$ cat src/rtl/strobe_dec_pkg.sv
package strobe_dec_pkg;

  // Action taken on the window flag at a clock edge
  typedef enum logic [1:0] {
    WIN_HOLD  = 2'd0,
    WIN_OPEN  = 2'd1,
    WIN_CLOSE = 2'd2
  } win_act_e;

  // Strobe slot indices used by the top-level generate loop
  localparam int unsigned STB_OPEN_IDX  = 0;
  localparam int unsigned STB_CLOSE_IDX = 1;
  localparam int unsigned STB_COUNT     = 2;

endpackage

$ cat src/rtl/strobe_fall_det.sv
module strobe_fall_det #(
  parameter int unsigned STAGES = 2
) (
  input  logic clk,
  input  logic rst,
  input  logic strobe_in,
  output logic fall_o
);

  logic [STAGES-1:0] chain_q;
  logic              synced;
  logic              hist_q;

  generate
    if (STAGES == 1) begin : g_single
      always_ff @(posedge clk) begin
        if (rst) chain_q <= '0;
        else     chain_q <= strobe_in;
      end
    end else begin : g_multi
      always_ff @(posedge clk) begin
        if (rst) chain_q <= '0;
        else     chain_q <= {chain_q[STAGES-2:0], strobe_in};
      end
    end
  endgenerate

  assign synced = chain_q[STAGES-1];

  always_ff @(posedge clk) begin
    if (rst) hist_q <= 1'b0;
    else     hist_q <= synced;
  end

  assign fall_o = hist_q & ~synced;


  reset_hist_clear_chk: assert property (@(posedge clk) rst |=> !hist_q && !fall_o)
    else $error("edge history not cleared by reset");


  fall_pulse_chk: assert property (@(posedge clk) disable iff (rst) fall_o |=> !fall_o)
    else $error("falling-edge pulse longer than one cycle");

endmodule

$ cat src/rtl/window_flag.sv
module window_flag
  import strobe_dec_pkg::*;
(
  input  logic clk,
  input  logic rst,
  input  logic ce,
  input  logic open_fall,
  input  logic close_fall,
  output logic flag_o
);

  win_act_e act;

  always_comb begin
    if (close_fall || !ce) act = WIN_CLOSE;
    else if (open_fall)    act = WIN_OPEN;
    else                   act = WIN_HOLD;
  end

  always_ff @(posedge clk) begin
    if (rst) begin
      flag_o <= 1'b0;
    end else begin
      case (act)
        WIN_OPEN:  flag_o <= 1'b1;
        WIN_CLOSE: flag_o <= 1'b0;
        default:   flag_o <= flag_o;
      endcase
    end
  end


  flag_reset_chk: assert property (@(posedge clk) rst |=> !flag_o)
    else $error("flag set after reset");


  close_clears_chk: assert property (@(posedge clk) disable iff (rst) close_fall |=> !flag_o)
    else $error("closing edge did not clear flag");


  both_edges_close_chk: assert property (@(posedge clk) disable iff (rst)
      (open_fall && close_fall) |=> !flag_o)
    else $error("opening edge beat closing edge");


  open_sets_chk: assert property (@(posedge clk) disable iff (rst)
      (open_fall && !close_fall && ce) |=> flag_o)
    else $error("opening edge did not set flag");


  flag_hold_chk: assert property (@(posedge clk) disable iff (rst)
      (!open_fall && !close_fall && ce) |=> $stable(flag_o))
    else $error("flag changed without an edge");


  ce_low_clear_chk: assert property (@(posedge clk) disable iff (rst) !ce |=> !flag_o)
    else $error("flag survived chip enable low");

endmodule

$ cat src/rtl/onehot_decode.sv
module onehot_decode #(
  parameter int unsigned SEL_W = 3
) (
  input  logic                     en,
  input  logic [SEL_W-1:0]         sel,
  output logic [(1<<SEL_W)-1:0]    dec_o
);

  localparam int unsigned LINES = 1 << SEL_W;

  genvar gi;
  generate
    for (gi = 0; gi < LINES; gi++) begin : g_line
      assign dec_o[gi] = en & (sel == SEL_W'(gi));
    end
  endgenerate

endmodule

$ cat src/rtl/strobe_win_decoder.sv
module strobe_win_decoder
  import strobe_dec_pkg::*;
#(
  parameter int unsigned SEL_W       = 3,
  parameter int unsigned SYNC_STAGES = 2
) (
  input  logic                  clk,
  input  logic                  rst,
  input  logic                  ce,
  input  logic                  stb_open,
  input  logic                  stb_close,
  input  logic [SEL_W-1:0]      sel,
  output logic [(1<<SEL_W)-1:0] dec_out
);

  localparam int unsigned LINES = 1 << SEL_W;

  logic [STB_COUNT-1:0] stb_raw;
  logic [STB_COUNT-1:0] stb_fall;
  logic                 win_flag;
  logic                 line_en;

  assign stb_raw[STB_OPEN_IDX]  = stb_open;
  assign stb_raw[STB_CLOSE_IDX] = stb_close;

  genvar gs;
  generate
    for (gs = 0; gs < STB_COUNT; gs++) begin : g_stb
      strobe_fall_det #(.STAGES(SYNC_STAGES)) u_fall (
        .clk       (clk),
        .rst       (rst),
        .strobe_in (stb_raw[gs]),
        .fall_o    (stb_fall[gs])
      );
    end
  endgenerate

  window_flag u_flag (
    .clk        (clk),
    .rst        (rst),
    .ce         (ce),
    .open_fall  (stb_fall[STB_OPEN_IDX]),
    .close_fall (stb_fall[STB_CLOSE_IDX]),
    .flag_o     (win_flag)
  );

  assign line_en = ce & win_flag;

  onehot_decode #(.SEL_W(SEL_W)) u_dec (
    .en    (line_en),
    .sel   (sel),
    .dec_o (dec_out)
  );


  onehot_out_chk: assert property (@(posedge clk) disable iff (rst) $onehot0(dec_out))
    else $error("more than one line active");


  selected_line_chk: assert property (@(posedge clk) disable iff (rst)
      (ce && win_flag) |-> (dec_out[sel] && $countones(dec_out) == 1))
    else $error("active line does not match select");


  ce_gate_chk: assert property (@(posedge clk) disable iff (rst) !ce |-> (dec_out == '0))
    else $error("line active with chip enable low");


  closed_quiet_chk: assert property (@(posedge clk) disable iff (rst)
      !win_flag |-> (dec_out == '0))
    else $error("line active while window closed");

  initial begin
    if (LINES < 2) $error("decoder needs at least two lines");
  end

endmodule

$ cat config.mk
export PLATFORM = sky130hd
export DESIGN_NAME = strobe_win_decoder
export DESIGN_NICKNAME = d
export VERILOG_FILES = /design/src/rtl/strobe_dec_pkg.sv /design/src/rtl/strobe_fall_det.sv /design/src/rtl/window_flag.sv /design/src/rtl/onehot_decode.sv /design/src/rtl/strobe_win_decoder.sv
export SDC_FILE = /design/constraint.sdc
export NUM_CORES = 1
export LEC_CHECK = 0
export ABC_AREA = 1
export ABC_CLOCK_PERIOD_IN_PS = 1050
export BUFFER_PORTS_ARGS = -buffer_cell sky130_fd_sc_hd__buf_2
export CORE_AREA = 2 2 39 41
export DETAILED_ROUTE_END_ITERATION = 10
export DIE_AREA = 0 0 41 43
export GPL_ROUTABILITY_DRIVEN = 0
export PLACE_DENSITY = 0.47
export SYNTH_ARGS = -nofsm -noshare
export SYNTH_HDL_FRONTEND = slang
export SYNTH_SLANG_ARGS = --single-unit
$ cat constraint.sdc
create_clock -name clk -period 1.05 [get_ports clk]
set_input_delay 0.315 -clock clk [delete_from_list [all_inputs] [get_ports clk]]
set_output_delay 0.315 -clock clk [all_outputs]
set_load 0.05 [all_outputs]
## Word-level counts from Yosys, hierarchy flattened

Cells that the tools add are included.
Widths: inputs -> output; s select.

- Bits in registers: 7
- Input bits: 8
- Output and inout bits: 8
- Logic and storage cells: 34

- Eq/ne operators: 9
- Mux-type cells: 3
- Bitwise logic cells: 13
- Reductions and logical operators: 4

Operators by type and width:

| cell | count |
|---|---|
| $eq 3x3->1 const B | 4 |
| $and 1x1->1 | 11 |
| $eq 3x2->1 const B | 2 |
| $eq 3x1->1 const B | 1 |
| $logic_not 3->1 | 1 |
| $eq 2x1->1 const B | 1 |
| $eq 2x2->1 const B | 1 |
| $mux 2 | 1 |
| $not 1->1 | 2 |
| $pmux 1 s2 | 1 |
| $reduce_bool 2->1 | 1 |
| $logic_not 1->1 | 1 |
| $logic_or 1x1->1 | 1 |
| $mux 1 | 1 |

## Logic depth before layout (Yosys ltp)

Gate-level depths: netlist of run 1.

- Depth in word-level cells: 6
- Mapped depth: 4
- Depth with buffers taken out: 4

## By module

From an unflattened synthesis of run 1, not the netlist that was laid out.

- Cells, all modules: 47
- Area total of the unflattened synthesis: 296.5 um^2

By module, submodules not included:

| module | times used | cells an instance | area an instance (um^2) | sequential area each (um^2) |
|---|---|---|---|---|
| strobe_fall_det | 2 | 11 | 92.6 | 60.1 |
| onehot_decode | 1 | 17 | 63.8 | 0.0 |
| window_flag | 1 | 6 | 40.0 | 20.0 |
| strobe_win_decoder | 1 | 2 | 7.5 | 0.0 |

## Least setup slack after synthesis of run 1

Ideal clock, no wire load.

- Path type: input to output
- Start: input port ce
- End: output port dec_out[4]
- Arrival time: 1143 ps
- Slack: -408 ps
- Stages on the path: 4
- Path buffers: 0
- Path through: nand2_1 inv_1 nand2_1 nor2_1

- Word-level cells in the longest chain between the ends: 2

RTL lines:

| element | line | source |
|---|---|---|
| start: declaration | strobe_win_decoder.sv:9 | `input logic ce,` |
| $and 1x1->1 | strobe_win_decoder.sv:47 | `assign line_en = ce & win_flag;` |
| $and 1x1->1 | onehot_decode.sv:14 | `assign dec_o[gi] = en & (sel == SEL_W'(gi));` |
| end: declaration | strobe_win_decoder.sv:13 | `output logic [(1<<SEL_W)-1:0] dec_out` |

No other way between the ends.

## Worst setup path in the final report of run 1

- Start: register u_flag.flag_o
- End: output port dec_out[3]

- Word-level cells in the longest chain between the ends: 2

RTL lines:

| element | line | source |
|---|---|---|
| start: declaration | window_flag.sv:9 | `output logic flag_o` |
| start signal: assignment | window_flag.sv:27 | `default: flag_o <= flag_o;` |
| $and 1x1->1 | strobe_win_decoder.sv:47 |  |
| $and 1x1->1 | onehot_decode.sv:14 |  |

No other way between the ends.

==> results.md, run 1 <==
* Layout cell share with drive strength beyond 1 at 50.0%
* Fin. Hold Viols at 0
* Simple-gate share of the synthesized area at 33.5%
* CTS HTree Levels at 1
* Antenna violations before repair at 0
* Setup TNS at -2630 ps
* Final Core Density at 41.4%
* R2R depth at 3
* Crit path kind: register to output pin
* Comb power frac at 10.4%
* Yosys warning total at 0
* Post-synthesis mux area share at 0%
* DR WL/cell at 7.86 um
* Flops & latches, synth at 7
* Worst hold start: stb_open
* Commonest non-fill, non-tap cell in the layout: inv_1
* Worst r2r src: u_flag.flag_o$_SDFFE_PP0P_
* Worst endpoint required time at 730 ps
* CTS Buffer Depth at 2
* Slowest-stage cell, CP: dfxtp_2
* Startpoint types: register
* Syn nets at 52
* MaxCap Viol Count at 0
* Failing checks: setup timing
* Synth Area per Inst at 6.37 um^2
* WP data arrival at 1080 ps
* Total Power at 580 uW
* Sw Ratio at 23.9%
* Min-Delay Path Class: primary input to register
* Final net count at 73
* Status: complete, but fails checks
* Leak pwr at 0.000256 uW
* Final setup fails at 8
* RSZ-0062 raised after global routing: true
* Clock transition at path regs at 50 ps
* # hold bufs at CTS at 0
* Pwr/cell area at 1010 nW/um^2
* Die area at 1760 um^2
* Row cnt at 14
* Hold Path End: g_stb[0].u_fall.chain_q[0]$_SDFF_PP0_
* Final setup margin at -341 ps
* Starting DRT DRC Count at 2
* R2r endpoint: u_flag.flag_o$_SDFFE_PP0P_
* Mapped Area at 280 um^2
* Smallest hold slack at 265 ps
* CTS buffer count at 3
* Main combinational cell family by area after synthesis: simple AND/OR/NAND/NOR gates
* TritonCTS clock tree: done
* Synth area leaders: dfxtp_1 50%, nor2_1 21%, inv_1 15%, nand2_1 12%, a21oi_1 1.8%
* Sequential fraction of design power at 48.0%
* Yosys cell types at 5
* Detailed-route DRC error count at 0
* Tcrit/Tclk final at 132%
* Clock network power share at 41.6%
* Core footprint at 1380 um^2
* Synth area leader: dfxtp_1
* Worst path cell trace: nand2_4 -> inv_6 -> nand2_8 -> nor2_4 -> buf_6
* Final setup skew at 5.94 ps
* WL final at 629 um
* Reg2reg setup slack at 330 ps
* Max frequency at 719 MHz
* Worst setup EP type: output pin
* Congestion Overflow GR at 0
* Max Slew Vio Count at 0
* Adder-cell share of the synthesized area at 0%
* First-pass GRT wire length at 993 um
* Largest net degree at the start of global routing at 8
* Die Ht at 43 um
* Port Buffers at 15
* Compound-Gate Fraction of Synth Area at 1.79%
* CTS sink count at 7
* Relative slew slack at 86.6%
* Net switching power at 139 uW
* N_diodes at 0
* Via count at 302
* Ports at 16
* Vias in the first global route at 273
* Tot GR Track Use at 8.64%
* Post-route ant nets at 0
* Slowest stage delay, CP at 340 ps
* 1st-pass router iterations at 2
* Most frequent cells in the layout: 10 x inv_1, 8 x nor2_4, 8 x nor2_1
* Worst Max-Slew Pin Slew at 201 ps
* Initial Util at 20.3%
* Seq/Total Area, Yosys at 50.0%
* Top cell type's share of synthesized area at 50.0%
* Die W at 41 um
* Area growth, synth to finish at 104%
* Pint at 441 uW
* Peak supply drop at 0.886 mV
* Later-pin clock latency in the skew report at 250 ps
* CP bufs+invs at 2
* Hold depth at 3
* CP Max Fanout at 4
* Vias/cell at 3.78
* Period minus WS final at 1390 ps
* Detailed Place HPWL at 434 um
* Cells after Synth at 44
* Post-Synth XOR/XNOR Area at 0%
* CTS Root Cell: clkbuf_4
* Crit path max-delay family: flip-flops
==> routing by layer <==
metal	track usage, %	up-vias	share of wire (%)
met5	0	-	0
met4	2.00	0	0
met3	6.28	0	7.0
met2	14.1	9	55
met1	8.39	131	38
li1	-	162	-
==> cell type report <==
| cell class | instances | area (um^2) |
|---|---|---|
| Clock buffer | 4 | 26.3 |
| Timing Repair Buffer | 16 | 140 |
| Fill cell | 144 | 811 |
| Multi-Input combinational cell | 26 | 199 |
| Sequential cell | 7 | 141 |
| Tap cell | 16 | 20.0 |
| Inverter | 11 | 46.3 |
==> metrics by stage <==
step / cells / setup WS (ps) / cell area, um^2
global placement: 75 / -265 / 462
finish: 80 / -341 / 573
floorplan: 44 / -87.0 / 367
global route: 80 / -395 / 573
detailed placement: 75 / -270 / 462
CTS: 80 / -344 / 566
==> kinds of logic after synthesis <==
| logic type | after synthesis |
|---|---|
| AND/OR/NAND/NOR | 25 |
| buffers and inverters | 11 |
| flip-flops | 7 |
| AO/OA/AOI/OAI | 1 |
==> registers in the layout, indices dropped and copies added (netlist names) <==
name and cells:
u_flag.flag_o 1, g_stb.u_fall.hist_q 2, g_stb.u_fall.chain_q 4
==> power by group through the flow <==
stage	registers, uW	clock network (uW)	logic (uW)
6_report	278	241	60.4
5_1_grt	279	270	67.9
4_1_cts	278	256	61.4
3_5_place_dp	284	0	56.3
3_3_place_gp	284	0	55.6
2_1_floorplan	283	0	32.6
==> worst register-to-register path, stage by stage, from the launching register on <==
cell	delay [ps]
dfxtp_2	330
buf_4	130
a21oi_1	110
nor2_1	50
==> worst max-delay path by stage <==
stage                                    start         end  depth (start not counted)
floorplan           u_flag.flag_o$_SDFFE_PP0P_  dec_out[0]                          4
global placement                            ce  dec_out[0]                          6
detailed placement                          ce  dec_out[0]                          6
CTS                 u_flag.flag_o$_SDFFE_PP0P_  dec_out[5]                          5
global route        u_flag.flag_o$_SDFFE_PP0P_  dec_out[2]                          5
finish              u_flag.flag_o$_SDFFE_PP0P_  dec_out[3]                          5
==> Yosys cell counts <==
master and n:
a21oi_1 1, dfxtp_1 7, inv_1 11, nor2_1 16, nand2_1 9
==> timing repair <==
| item | in CTS | in global routing |
|---|---|---|
| resized for setup | 19 | 2 |
| setup endpoints to repair | 8 | 8 |
| pin swaps | 2 | 0 |
| buffers inserted | 1 | 0 |
Power figures use the tool's default switching activity.
==> run 2, diff against run 1 <==
--- a/config.mk
+++ b/config.mk
@@ -5,14 +5,13 @@
 export SDC_FILE = /design/constraint.sdc
 export NUM_CORES = 1
 export LEC_CHECK = 0
-export ABC_AREA = 1
 export ABC_CLOCK_PERIOD_IN_PS = 1050
 export BUFFER_PORTS_ARGS = -buffer_cell sky130_fd_sc_hd__buf_2
 export CORE_AREA = 2 2 39 41
 export DETAILED_ROUTE_END_ITERATION = 10
 export DIE_AREA = 0 0 41 43
 export GPL_ROUTABILITY_DRIVEN = 0
-export PLACE_DENSITY = 0.47
+export PLACE_DENSITY = 0.46
 export SYNTH_ARGS = -nofsm -noshare
 export SYNTH_HDL_FRONTEND = slang
 export SYNTH_SLANG_ARGS = --single-unit
==> run 2 against run 1 <==
  * The flow still finishes with violations (setup timing)
  * First-iteration DRC count did not move
  * Clock skew shrank 2.1 ps
  * Utilization is 1.4 points lower
  * Setup slack worse by 67 ps
  * Clock power hardly changed
  * Total power rose by 0.57%
  * Critical endpoint is now dec_out[2]
==> results.md, run 2 <==
* Initial Util at 19.3% (-0.99 points)
* Busiest grt layer: met2
* Die area at 1760 um^2 (unchanged)
* Ports at 16 (unchanged)
* Post-route ant nets at 0 (unchanged)
* Syn nets at 38 (-27%)
* Largest registers: g_stb.u_fall.chain_q x4, g_stb.u_fall.hist_q x2, u_flag.flag_o x1
* Most used DFF post-synth: dfxtp_1
* CTS buffer count at 3 (unchanged)
* Synth area leader: dfxtp_1
* Die Ht at 43 um (unchanged)
* Fin. Hold Viols at 0 (unchanged)
* Post-synth EDFFs at 0 (unchanged)
* CTS Root Cell: clkbuf_4
* Main combinational cell family by area after synthesis: simple AND/OR/NAND/NOR gates
* Largest net degree at the start of global routing at 8 (unchanged)
* RSZ-0062 raised after global routing: true
* TritonCTS clock tree: done
* Met3 usage at 7.85% (+1.6 points)
* Simple-gate share of the synthesized area at 41.8% (+8.3 points)
* M1 GR Usage at 12.0% (+3.6 points)
* Pwr/cell area at 1050 nW/um^2 (+4.2%)
* MaxCap Viol Count at 0 (unchanged)
* Final setup margin at -408 ps (-67.4 ps)
* Max frequency at 686 MHz (-4.6%)
* Peak supply drop at 0.771 mV (-13%)
* Detailed-route DRC error count at 0 (unchanged)
* Via count at 268 (-11%)
* Setup WS pre-CTS at -444 ps (-174 ps)
* Top cell type's share of synthesized area at 52.6% (+2.6 points)
* CTS Buffer Depth at 2 (unchanged)
* # hold bufs at CTS at 0 (unchanged)
* Vias in the first global route at 260 (-4.8%)
* 1st-pass router iterations at 4 (+2)
* Die W at 41 um (unchanged)
* DR WL/cell at 9.54 um (+21%)
* Worst hold start: stb_close
* First-pass GRT wire length at 1090 um (+9.8%)
* Final setup skew at 3.82 ps (-2.12 ps)
* Failing checks: setup timing
* Detailed Place HPWL at 475 um (+9.5%)
* Vias/cell at 3.94 (+4.4%)
* Later-pin clock latency in the skew report at 250 ps (about the same)
* Clock transition at path regs at 50 ps (about the same)
* Post-synth top cells: 7 x dfxtp_1, 7 x nor2b_1, 6 x nor2_1, 3 x nand2b_1, 2 x nor3_1
* Post-Synth XOR/XNOR Area at 0% (unchanged)
* Worst setup EP type: output pin
* Most frequent cells in the layout: 7 x nor2b_1, 7 x buf_2, 7 x buf_6
* N_diodes at 0 (unchanged)
* Async set-reset flop share out of synthesis at 0% (unchanged)
* Layout cell share with drive strength beyond 1 at 63.5% (+13 points)
* Tcrit/Tclk final at 139% (+6.4 points)
* Total Power at 583 uW (+0.57%)
* Seq/Total Area, Yosys at 52.6% (+2.6 points)
* Period minus WS final at 1460 ps (+67.4 ps)
* Congestion Overflow GR at 0 (unchanged)
* Tot GR Track Use at 9.67% (+1.0 points)
* Yosys warning total at 0 (unchanged)
* CTS HTree Levels at 1 (unchanged)
* Yosys cell types at 10 (+5)
* Worst endpoint required time at 730 ps (about the same)
* Synth Area per Inst at 8.88 um^2 (+39%)
* Port Buffers at 15 (unchanged)
* Adder-cell share of the synthesized area at 0% (unchanged)
* Min-Delay Path Class: primary input to register
* CP Max Fanout at 4 (unchanged)
* Leak pwr at 0.000232 uW (-9.4%)
* Largest Register: g_stb.u_fall.chain_q
* Final setup fails at 8 (unchanged)
* Hold depth at 2 (-1)
* Row cnt at 14 (unchanged)
* Flops & latches, synth at 7 (unchanged)
* Antenna violations before repair at 0 (unchanged)
* WP data arrival at 1140 ps (+60 ps)
* Max FFs per register at 4 (unchanged)
* Core footprint at 1380 um^2 (unchanged)
* Max Slew Vio Count at 0 (unchanged)
* Crit path kind: register to output pin
* Area growth, synth to finish at 108%
* Compound-Gate Fraction of Synth Area at 4.23% (+2.4 points)
* Crit path launch: u_flag.flag_o$_SDFFE_PP0P_
* Starting DRT DRC Count at 2 (unchanged)
* Startpoint types: register
* Worst r2r src: g_stb[0].u_fall.hist_q$_SDFF_PP0_
* Cells after Synth at 30 (-32%)
* Relative slew slack at 88.2% (+1.6 points)
* R2R depth at 2 (-1)
* Mapped Area at 267 um^2 (-4.9%)
* Worst Max-Slew Pin Slew at 178 ps (-23.2 ps)
* Post-synthesis mux area share at 0% (unchanged)
* Final net count at 61 (-16%)
* WL final at 649 um (+3.2%)
* CTS sink count at 7 (unchanged)
* Met2 GRT Util at 12.8% (-1.3 points)
* Status: complete, but fails checks
* Synth area leaders: dfxtp_1 53%, nor2b_1 16%, nor2_1 8.5%, nand2b_1 7.0%, o2111a_1 4.2%
run 2: worst paths after layout:
kind / endpoint / slack, ps
max: dec_out[2] / -410
min: g_stb[1].u_fall.chain_q[0]$_SDFF_PP0_ / 270
min reg2reg: g_stb[1].u_fall.chain_q[1]$_SDFF_PP0_ / 430
max reg2reg: u_flag.flag_o$_SDFFE_PP0P_ / 320
run 2: timing repair:
action | in CTS | in global routing
endpoints found under the setup margin | 8 | 8
pin swaps | 2 | 1
gates resized for setup | 17 | 2
setup buffers | 1 | 0
run 2: layout make-up:
type                    instances  area [um^2]
clock buffers                   4         26.3
fillers                       147          831
inverters                       1         3.75
multi-input cells              22          203
flip-flops and latches          7          141
well taps                      16         20.0
repair buffers                 18          159
run 2: cell families after synthesis:
logic type             count (synthesis)
AND/OR/NAND/NOR                       21
flip-flops                             7
AO/OA/AOI/OAI                          1
buffers and inverters                  1
run 2: worst max-delay path, stage by stage (launching register included):
cell and delay, ps:
dfxtp_2 360, nand3_4 130, nor3_4 210, buf_6 180
run 2: where the power goes:
part	switching, uW	internal, uW	leakage (uW)	total [uW]
sequential	2.69	276	0.0000580	279
clock	97.2	145	0.0000150	242
combinational	33.1	29.6	0.000159	62.8
run 2: routing by layer:
metal  up-vias  wire length, um
met4         0                0
li1        142                -
met5         -                0
met2        10              312
met3         0               53
met1       116              283
run 2: through the flow:
stage                     instance area (um^2)  TNS (ps)  util, %  hold slack [ps]  std cells
after floorplan                            348     -1580        -              387         30
after global placement                     458     -2840     33.1              417         63
after detailed placement                   458     -2890     33.1              426         63
after CTS                                  546     -2900     39.4              276         68
after global routing                       553     -3260     40.0              298         68
final                                      553     -2790     40.0              274         68
==> run 3, diff against run 2 <==
--- a/config.mk
+++ b/config.mk
@@ -11,7 +11,7 @@
 export DETAILED_ROUTE_END_ITERATION = 10
 export DIE_AREA = 0 0 41 43
 export GPL_ROUTABILITY_DRIVEN = 0
-export PLACE_DENSITY = 0.46
+export PLACE_DENSITY_LB_ADDON = 0.08
 export SYNTH_ARGS = -nofsm -noshare
 export SYNTH_HDL_FRONTEND = slang
 export SYNTH_SLANG_ARGS = --single-unit
==> run 3 against run 2 <==
  * Critical path type unchanged
  * Flip-flop and latch count unchanged
  * Combinational power rose by 5.6%
  * Maximum frequency is 2.4% lower
  * Sequential power about the same
  * Clock power shrank 2%
  * Global-route usage fell by 1.4 points
  * Setup slack got worse by 36 ps
  * Non-clock buffer count grew 1
  * The run still ends with setup timing left
  * Final cell count increased by 1.5%
==> results.md, run 3 (same netlist as run 2, synthesis figures left out) <==
* Status: complete, but fails checks
* Failing checks: setup timing
* CP Depth at 3 (unchanged)
* Fin. Hold Viols at 0 (unchanged)
* Final net count at 62 (+1.6%)
* RSZ-0062 raised after global routing: true
* Die W at 41 um (unchanged)
* Congestion Overflow GR at 0 (unchanged)
* WL final at 625 um (-3.7%)
* Worst hold start: stb_open
* Relative slew slack at 79.6% (-8.6 points)
* Worst r2r src: g_stb[0].u_fall.hist_q$_SDFF_PP0_
* CP Max Fanout at 4 (unchanged)
* Largest registers: g_stb.u_fall.chain_q x4, g_stb.u_fall.hist_q x2, u_flag.flag_o x1
* Detailed Place HPWL at 545 um (+15%)
* Via count at 281 (+4.9%)
* N_diodes at 0 (unchanged)
* Area growth, synth to finish at 111%
* First-pass GRT wire length at 945 um (-13%)
* Slowest-stage cell, CP: dfxtp_4
* Worst Max-Slew Pin Slew at 305 ps (+128 ps)
* Slowest stage delay, CP at 340 ps (-20 ps)
* CP bufs+invs at 1 (unchanged)
* R2R depth at 2 (unchanged)
* Starting DRT DRC Count at 0 (-2)
* Detailed-route DRC error count at 0 (unchanged)
* Min-Delay Path Class: primary input to register
* Setup WS pre-CTS at -429 ps (+15.0 ps)
* Post-DP Area at 465 um^2 (+1.6%)
* Worst path cell trace: nand3b_1 -> nor3_4 -> buf_6
* Clock transition at path regs at 50 ps (about the same)
* Reg2reg setup slack at 320 ps (about the same)
* Pwr/cell area at 1030 nW/um^2 (-2.5%)
* WP data arrival at 1180 ps (+40 ps)
* Max Slew Vio Count at 0 (unchanged)
* Die area at 1760 um^2 (unchanged)
* Tot GR Track Use at 8.26% (-1.4 points)
* Peak supply drop at 0.570 mV (-26%)
* Startpoint types: register
* Smallest hold slack at 278 ps (+3.59 ps)
* Most frequent cells in the layout: 7 x nor2b_1, 7 x buf_2, 6 x dfxtp_1
* Row cnt at 14 (unchanged)
* Later-pin clock latency in the skew report at 240 ps (about the same)
* CTS HTree Levels at 1 (unchanged)
* Final setup margin at -445 ps (-36.3 ps)
* Crit path launch: u_flag.flag_o$_SDFFE_PP0P_
* Core footprint at 1380 um^2 (unchanged)
* Worst endpoint required time at 730 ps (about the same)
* Max frequency at 669 MHz (-2.4%)
* Max FFs per register at 4 (unchanged)
* Final instance area at 563 um^2 (+1.8%)
* Final setup skew at 2.53 ps (-1.29 ps)
* Period minus WS final at 1490 ps (+36.3 ps)
* Antenna violations before repair at 0 (unchanged)
* Vias in the first global route at 249 (-4.2%)
* Port Buffers at 15 (unchanged)
* Tcrit/Tclk final at 142% (+3.5 points)
* Leak pwr at 0.000237 uW (+2.3%)
* CTS Buffer Depth at 2 (unchanged)
* R2r endpoint: u_flag.flag_o$_SDFFE_PP0P_
* Vias/cell at 4.07 (+3.3%)
* Setup TNS at -3180 ps (-387 ps)
* Final setup fails at 8 (unchanged)
* MaxCap Viol Count at 0 (unchanged)
* Total Power at 579 uW (-0.76%)
* Worst setup EP type: output pin
* Ports at 16 (unchanged)
* CTS Root Cell: clkbuf_4
* Die Ht at 43 um (unchanged)
* Layout cell share with drive strength beyond 1 at 64.2% (+0.69 points)
* CTS sink count at 7 (unchanged)
* Initial Util at 19.3% (unchanged)
* DR WL/cell at 9.06 um (-5.1%)
* Largest net degree at the start of global routing at 8 (unchanged)
* End point of the critical path: dec_out[0]
* TritonCTS clock tree: done
* Largest Register: g_stb.u_fall.chain_q
* 1st-pass router iterations at 1 (-3)
* CTS buffer count at 3 (unchanged)
* Crit path max-delay family: simple AND/OR/NAND/NOR gates
* # hold bufs at CTS at 0 (unchanged)
* Post-route ant nets at 0 (unchanged)
* Crit path kind: register to output pin
-- run 3: cell types whose count changed in the layout (fill, tap and decap cells not counted) --
cell,delta
buf_6,-2
dfxtp_2,-1
buf_4,+2
buf_8,+1
dfxtp_4,+1
-- run 3: layout make-up --
| cell class | instances | area (um^2) |
|---|---|---|
| timing repair buffer | 19 | 166 |
| fill | 135 | 821 |
| clock buffer | 4 | 26.3 |
| inverter | 1 | 3.75 |
| multi-input combinational | 22 | 203 |
| sequential | 7 | 144 |
| tap | 16 | 20.0 |
-- run 3: what timing repair did --
item,4_1_cts,5_1_grt
pin swaps,5,3
gates cloned,0,0
resized for setup,17,3
setup buffers,0,1
endpoints found under the setup margin,8,8
-- run 3: worst min path at each step --
stage,cells past startpoint,end
finish,2,g_stb[0].u_fall.chain_q[0]$_SDFF_PP0_
global route,2,g_stb[0].u_fall.chain_q[0]$_SDFF_PP0_
CTS,2,g_stb[0].u_fall.chain_q[0]$_SDFF_PP0_
detailed placement,1,g_stb[0].u_fall.chain_q[1]$_SDFF_PP0_
global placement,1,g_stb[0].u_fall.chain_q[1]$_SDFF_PP0_
floorplan,1,g_stb[0].u_fall.chain_q[0]$_SDFF_PP0_
-- run 3: layer usage --
layer | track usage, % | wire (um)
met4 | 8.00 | 0
met2 | 13.4 | 350
met1 | 7.79 | 233
met5 | 0 | 0
met3 | 1.57 | 42
-- run 3: worst reg2reg max path, stage by stage (launching register included) --
cell	delay, ps
dfxtp_1	290
nor2b_1	120
o2111a_1	210
-- run 3: power breakdown --
group	switching, uW	internal (uW)
combinational	34.0	32.3
sequential	2.53	274
clock	92.0	145
-- run 3: per-stage QoR --
| step | std cells | util, % |
|---|---|---|
| 6_report | 69 | 40.7 |
| 5_1_grt | 69 | 40.7 |
| 2_1_floorplan | 30 | - |
| 3_3_place_gp | 64 | 33.6 |
| 3_5_place_dp | 64 | 33.6 |
| 4_1_cts | 68 | 39.4 |
